--- src/rtl/tmr_pkg.sv ---
package tmr_pkg;
  localparam int NUM_CH   = 6;
  localparam int WDT_CH   = 5;
  localparam int CNT_W    = 32;
  localparam int ADDR_W   = 8;
  localparam int CH_IDX_W = $clog2(NUM_CH);

  // word offsets (byte address / 4)
  localparam int W_COUNT  = 0;
  localparam int W_MATCH0 = 2;
  localparam int W_STATUS = 8;
  localparam int W_IEN    = 9;
  localparam int W_WDEN   = 10;
  localparam int W_LATCH  = 12;
  localparam int W_SNAP   = 13;

  typedef enum logic [2:0] {
    RD_ZERO, RD_COUNT, RD_MATCH, RD_STATUS, RD_IEN, RD_WDEN, RD_SNAP
  } rd_sel_e;

  typedef struct packed {
    logic [NUM_CH-1:0]   wrMatch;
    logic                wrIen;
    logic                wrWden;
    logic                wrStatus;
    logic                doLatch;
    logic                rdEn;
    rd_sel_e             rdSel;
    logic [CH_IDX_W-1:0] rdCh;
  } tmr_strobe_t;
endpackage

--- src/rtl/tmr_control.sv ---
module tmr_control
  import tmr_pkg::*;
#(
  parameter int RST_HOLD = 4
) (
  input  logic              clk,
  input  logic              rstN,
  input  logic              busSel,
  input  logic              busWr,
  input  logic [ADDR_W-1:0] busAddr,
  input  logic              latchBit,
  input  logic              wdtFire,
  output tmr_strobe_t       strb,
  output logic              wdtRstOut
);
  localparam int HOLD_W = $clog2(RST_HOLD + 1);

  int wordIdx;
  logic wrReq, rdReq;
  logic [HOLD_W-1:0] holdCnt;

  assign wordIdx = int'(busAddr[ADDR_W-1:2]);
  assign wrReq   = busSel && busWr;
  assign rdReq   = busSel && !busWr;

  always_comb begin
    strb = '0;
    strb.rdEn = rdReq;
    for (int ch = 0; ch < NUM_CH; ch++) begin
      if (wordIdx == W_MATCH0 + ch) begin
        strb.wrMatch[ch] = wrReq;
        strb.rdSel       = RD_MATCH;
        strb.rdCh        = CH_IDX_W'(ch);
      end
    end
    if (wordIdx == W_COUNT)  strb.rdSel = RD_COUNT;
    if (wordIdx == W_STATUS) begin strb.rdSel = RD_STATUS; strb.wrStatus = wrReq; end
    if (wordIdx == W_IEN)    begin strb.rdSel = RD_IEN;    strb.wrIen    = wrReq; end
    if (wordIdx == W_WDEN)   begin strb.rdSel = RD_WDEN;   strb.wrWden   = wrReq; end
    if (wordIdx == W_LATCH)  strb.doLatch = wrReq && latchBit;
    if (wordIdx == W_SNAP)   strb.rdSel = RD_SNAP;
  end

  always_ff @(posedge clk) begin
    if (!rstN)                holdCnt <= '0;
    else if (wdtFire)         holdCnt <= HOLD_W'(RST_HOLD);
    else if (holdCnt != '0)   holdCnt <= holdCnt - 1'b1;
  end

  assign wdtRstOut = (holdCnt != '0);

  a_r6_fire_starts_reset: assert property (@(posedge clk) disable iff (!rstN)
    wdtFire |=> wdtRstOut);
  a_r6_no_spurious_reset: assert property (@(posedge clk) disable iff (!rstN)
    $rose(wdtRstOut) |-> $past(wdtFire));
endmodule

--- src/rtl/tmr_datapath.sv ---
module tmr_datapath
  import tmr_pkg::*;
(
  input  logic             clk,
  input  logic             rstN,
  input  logic             tick,
  input  logic [CNT_W-1:0] busWdata,
  input  tmr_strobe_t      strb,
  output logic [CNT_W-1:0] rdData,
  output logic             irqOut,
  output logic             wdtFire
);
  logic [CNT_W-1:0]  count, snap;
  logic [CNT_W-1:0]  matchVal [NUM_CH];
  logic [NUM_CH-1:0] hit, status, ien, clrMask;
  logic              fresh, wden;

  always_ff @(posedge clk) begin
    if (!rstN) begin
      count <= '0;
      fresh <= 1'b0;
    end else begin
      if (tick) count <= count + CNT_W'(1);
      fresh <= tick;
    end
  end

  for (genvar ch = 0; ch < NUM_CH; ch++) begin : g_chan
    always_ff @(posedge clk) begin
      if (!rstN)                 matchVal[ch] <= '0;
      else if (strb.wrMatch[ch]) matchVal[ch] <= busWdata;
    end
    assign hit[ch] = fresh && (count == matchVal[ch]);
  end

  assign clrMask = strb.wrStatus ? busWdata[NUM_CH-1:0] : '0;

  always_ff @(posedge clk) begin
    if (!rstN) begin
      status <= '0;
      ien    <= '0;
      wden   <= 1'b0;
      snap   <= '0;
    end else begin
      status <= (status & ~clrMask) | hit;
      if (strb.wrIen)   ien  <= busWdata[NUM_CH-1:0];
      if (strb.wrWden)  wden <= busWdata[0];
      if (strb.doLatch) snap <= count;
    end
  end

  always_ff @(posedge clk) begin
    if (!rstN) rdData <= '0;
    else if (strb.rdEn) begin
      unique case (strb.rdSel)
        RD_COUNT:  rdData <= count;
        RD_MATCH:  rdData <= matchVal[strb.rdCh];
        RD_STATUS: rdData <= CNT_W'(status);
        RD_IEN:    rdData <= CNT_W'(ien);
        RD_WDEN:   rdData <= CNT_W'(wden);
        RD_SNAP:   rdData <= snap;
        default:   rdData <= '0;
      endcase
    end
  end

  assign irqOut  = |(status & ien);
  assign wdtFire = hit[WDT_CH] && ien[WDT_CH] && wden;

  a_r2_count_step: assert property (@(posedge clk) disable iff (!rstN)
    tick |=> count == $past(count) + CNT_W'(1));
  a_r2_count_hold: assert property (@(posedge clk) disable iff (!rstN)
    !tick |=> $stable(count));
  a_r4_status_sticky: assert property (@(posedge clk) disable iff (!rstN)
    !strb.wrStatus |=> ((status & $past(status)) == $past(status)));
  a_r8_snapshot_copy: assert property (@(posedge clk) disable iff (!rstN)
    strb.doLatch |=> snap == $past(count));
  a_r9_snapshot_hold: assert property (@(posedge clk) disable iff (!rstN)
    !strb.doLatch |=> $stable(snap));
endmodule

--- src/rtl/tick_watchdog_timer.sv ---
module tick_watchdog_timer
  import tmr_pkg::*;
#(
  parameter int RST_HOLD = 4
) (
  input  logic              clk,
  input  logic              rstN,
  input  logic              tick,
  input  logic              busSel,
  input  logic              busWr,
  input  logic [ADDR_W-1:0] busAddr,
  input  logic [CNT_W-1:0]  busWdata,
  output logic [CNT_W-1:0]  busRdata,
  output logic              irqOut,
  output logic              wdtRstOut
);
  tmr_strobe_t strb;
  logic        wdtFire;

  tmr_control #(.RST_HOLD(RST_HOLD)) u_ctrl (
    .clk(clk), .rstN(rstN), .busSel(busSel), .busWr(busWr), .busAddr(busAddr),
    .latchBit(busWdata[0]), .wdtFire(wdtFire), .strb(strb), .wdtRstOut(wdtRstOut)
  );

  tmr_datapath u_dp (
    .clk(clk), .rstN(rstN), .tick(tick), .busWdata(busWdata), .strb(strb),
    .rdData(busRdata), .irqOut(irqOut), .wdtFire(wdtFire)
  );
endmodule

--- config.mk ---
export PLATFORM = sky130hd
export DESIGN_NAME = tick_watchdog_timer
export DESIGN_NICKNAME = d
export VERILOG_FILES = /design/src/rtl/tmr_pkg.sv /design/src/rtl/tmr_control.sv /design/src/rtl/tmr_datapath.sv /design/src/rtl/tick_watchdog_timer.sv
export SDC_FILE = /design/constraint.sdc
export NUM_CORES = 1
export LEC_CHECK = 0
export BUFFER_PORTS_ARGS = -buffer_cell sky130_fd_sc_hd__buf_2
export CORE_MARGIN = 10
export CORE_UTILIZATION = 40
export DETAILED_ROUTE_END_ITERATION = 6
export MAX_ROUTING_LAYER = met4
export PLACE_DENSITY_LB_ADDON = 0.05
export SETUP_SLACK_MARGIN = 0.4
export SLEW_MARGIN = 5
export SYNTH_ARGS = -nofsm -noshare
export SYNTH_HDL_FRONTEND = slang
export SYNTH_HIERARCHICAL = 1
export SYNTH_SLANG_ARGS = --single-unit
--- constraint.sdc ---
create_clock -name clk -period 3.3 [get_ports clk]
set_input_delay 0.66 -clock clk [delete_from_list [all_inputs] [get_ports clk]]
set_output_delay 0.66 -clock clk [all_outputs]
set_load 0.02 [all_outputs]
==> metrics <==
Synth async-reset ratio 0; Total GRT Usage 0.2364; RSZ-0062 raised after global routing no; cts repair resizes 0; status completed; Clock Latency Late Sink 0.55 ns; postcts setup bufs 0; clk root buf clkbuf_16; setup tns final 0 ns; IO Port Bufs 76; total power 9.188 mW; Cells after Synth about 1.4k; Distinct cells, synth 53; Static Leak 7.351 nW; CTS tree done; Final Non-Filler Cells 2048; CP Class primary input to flop; Seq/Total Area, Yosys 0.5011; post-route cell area about 0.019 mm2; Rows 73; Mapped Area around 0.016 mm2; DP HPWL a little under 40000 um; Final Hold Viols 0; Top Ports 79; PD cells 491.9 mW/mm2; drt via density 5.732; FILL cells about 3.6k; CP required 3.76 ns; First-pass DRT Iterations 5; Tmin final 2.590 ns; drt initial violations 1359; Post-Syn Nets between 1k and 1.5k; slew margin rel. 0.4379; DRC viols 0; final hold slack 0.4572 ns; initial antenna violation count 1; # setup viols final 0; Startpoint Class primary input; CTS sink count roughly 300; GRT overflow 0; max_cap viols 0; vias in the first global route around 11k; Core ar. 0.03964 mm2; CTS hold repair buffers 0; fmax 0.3861 GHz; wirelength, routed approximately 56000 um; Hold Path Class flop to flop; top_reg_cell synth edfxtp_1; Final Max Slew Viols 0; Placed Cells 1978; routability cong. 0.9505; die area a little under 0.05 mm2; most frequent cells in the layout 195 x and3_1, 192 x edfxtp_1, 137 x xor2_1, 113 x dfxtp_1, 86 x xnor2_1; Clk pin slew, worst setup/hold paths about 0.060 ns; first-pass GRT wire length approximately 81000 um; Initial Utilization 0.4041; Final #Nets 1542; Avg Cell Area, Syn 11.27 um2; Worst Max-Slew Pin Slew 0.8432 ns; layout cells sized above 1 0.1892; via count 11.74k; CTS buffer count 38; number of synthesized flops with an enable pin 192; setup ws final 0.7102 ns; most common cell after layout, fill and taps aside and3_1; dpl ws 0.2127 ns; largest net degree at the start of global routing 94; instance area at placement 0.01744 mm2; Setup crit end kind flop; Die Wd 220.1 um; FF+latch count, synth 305; chip height 220.1 um; Wirelength per Cell 27.25 um; worst-case clock skew between 0.015 and 0.02 ns; worst path arrival time 3.05 ns; CP Max Fanout 29; Area Growth Syn to Fin 16.59%; Routed Antenna Nets 0; clk buf depth 3; VDD IR max 0.2950 mV; fin crit share 0.7848; H-tree depth 2; yosys warns 6; Final Core Density 0.4712
[cell type report]
| cell class | instances | area [um2] | share of cell area |
|---|---|---|---|
| inverter | 11 | 41.29 | 0.002211 |
| antenna | 1 | 2.502 | 0.0001340 |
| clock inverter | 14 | 130.1 | 0.006967 |
| tap | 525 | 656.9 | 0.03517 |
| clock buffer | 55 | 1106 | 0.05922 |
| sequential | 305 | 8028 | 0.4298 |
| multi-input combinational | 973 | 7490 | 0.4010 |
| timing repair buffer | 164 | 1222 | 0.06545 |
[Yosys cell counts (8+ instances only)]
cell type    n  area [um2]
edfxtp_1   192        5766
nand3_1     21       105.1
o221ai_1    26       227.7
clkbuf_1    85       319.1
nand2b_1    10       62.56
buf_1       23       86.33
a22oi_1     36       270.3
mux2_2       8       90.09
nand2_1     80       300.3
and3_1     195        1220
nand4_1     28       175.2
nor2b_1     49       306.5
mux2i_1     73       730.7
o21ai_0     38       190.2
nor4_1      48       300.3
xnor2_1     86       753.2
mux4_2      31       698.2
nor3_1      19       95.09
buf_2       19       95.09
xor2_1     137        1200
inv_1       11       41.29
and2_1      31       193.9
dfxtp_1    113        2262
[per-layer routing]
metal | track usage | wire length [um]
met4 | 0.06323 | 1144
met2 | 0.3451 | 25060
met5 | - | 0
met1 | 0.3408 | 25810
met3 | 0.02838 | 3809
[logic make-up (layout without fill, tap and decap cells)]
group | count (synthesis) | count (layout) | synth area share
AOI/OAI and AO/OA | 128 | 128 | 0.05639
xor gates and xnor gates | 223 | 223 | 0.1219
adders and majority gates | 4 | 4 | 0.003124
buffers and inverters | 143 | 244 | 0.03624
DFF | 305 | 305 | 0.5011
muxes | 112 | 112 | 0.09482
other | 0 | 1 | 0
and+or+nand+nor | 506 | 506 | 0.1864
[sequential cells by signal (all words and copies together) (netlist names)]
register and flops:
u_dp/snap 32, u_dp/matchVal 192, u_dp/ien 6, u_dp/fresh 1, u_dp/rdData 32, u_dp/status 6, u_dp/count 32, u_ctrl/holdCnt 3
u_dp/wden 1
[critical path: stages]
cell and delay, ns:
buf_2 0.18, or4b_1 0.52, a31oi_1 0.24, buf_4 0.28, or3_1 0.13, and3_1 0.22, and2_1 0.25, nand2_1 0.12
buf_12 0.20, o221ai_1 0.21
[power by group]
group / internal (mW) / switching, mW
Clock: 2.49 / 1.66
Combinational: 0.263 / 0.460
Sequential: 4.19 / 0.125
[final timing paths]
check	start	endpoint	slack (ns)	cells past startpoint
setup / recovery	busAddr[3]	u_dp/rdData[25]$_SDFFE_PN0P_	0.71	10
hold / removal	u_dp/rdData[30]$_SDFFE_PN0P_	u_dp/rdData[30]$_SDFFE_PN0P_	0.46	2
setup reg to reg	u_dp/count[9]$_SDFFE_PN0P_	u_ctrl/holdCnt[1]$_SDFFE_PP0P_	0.77	7
hold reg to reg	u_dp/rdData[30]$_SDFFE_PN0P_	u_dp/rdData[30]$_SDFFE_PN0P_	0.46	2
Power figures use the tool's default switching activity.
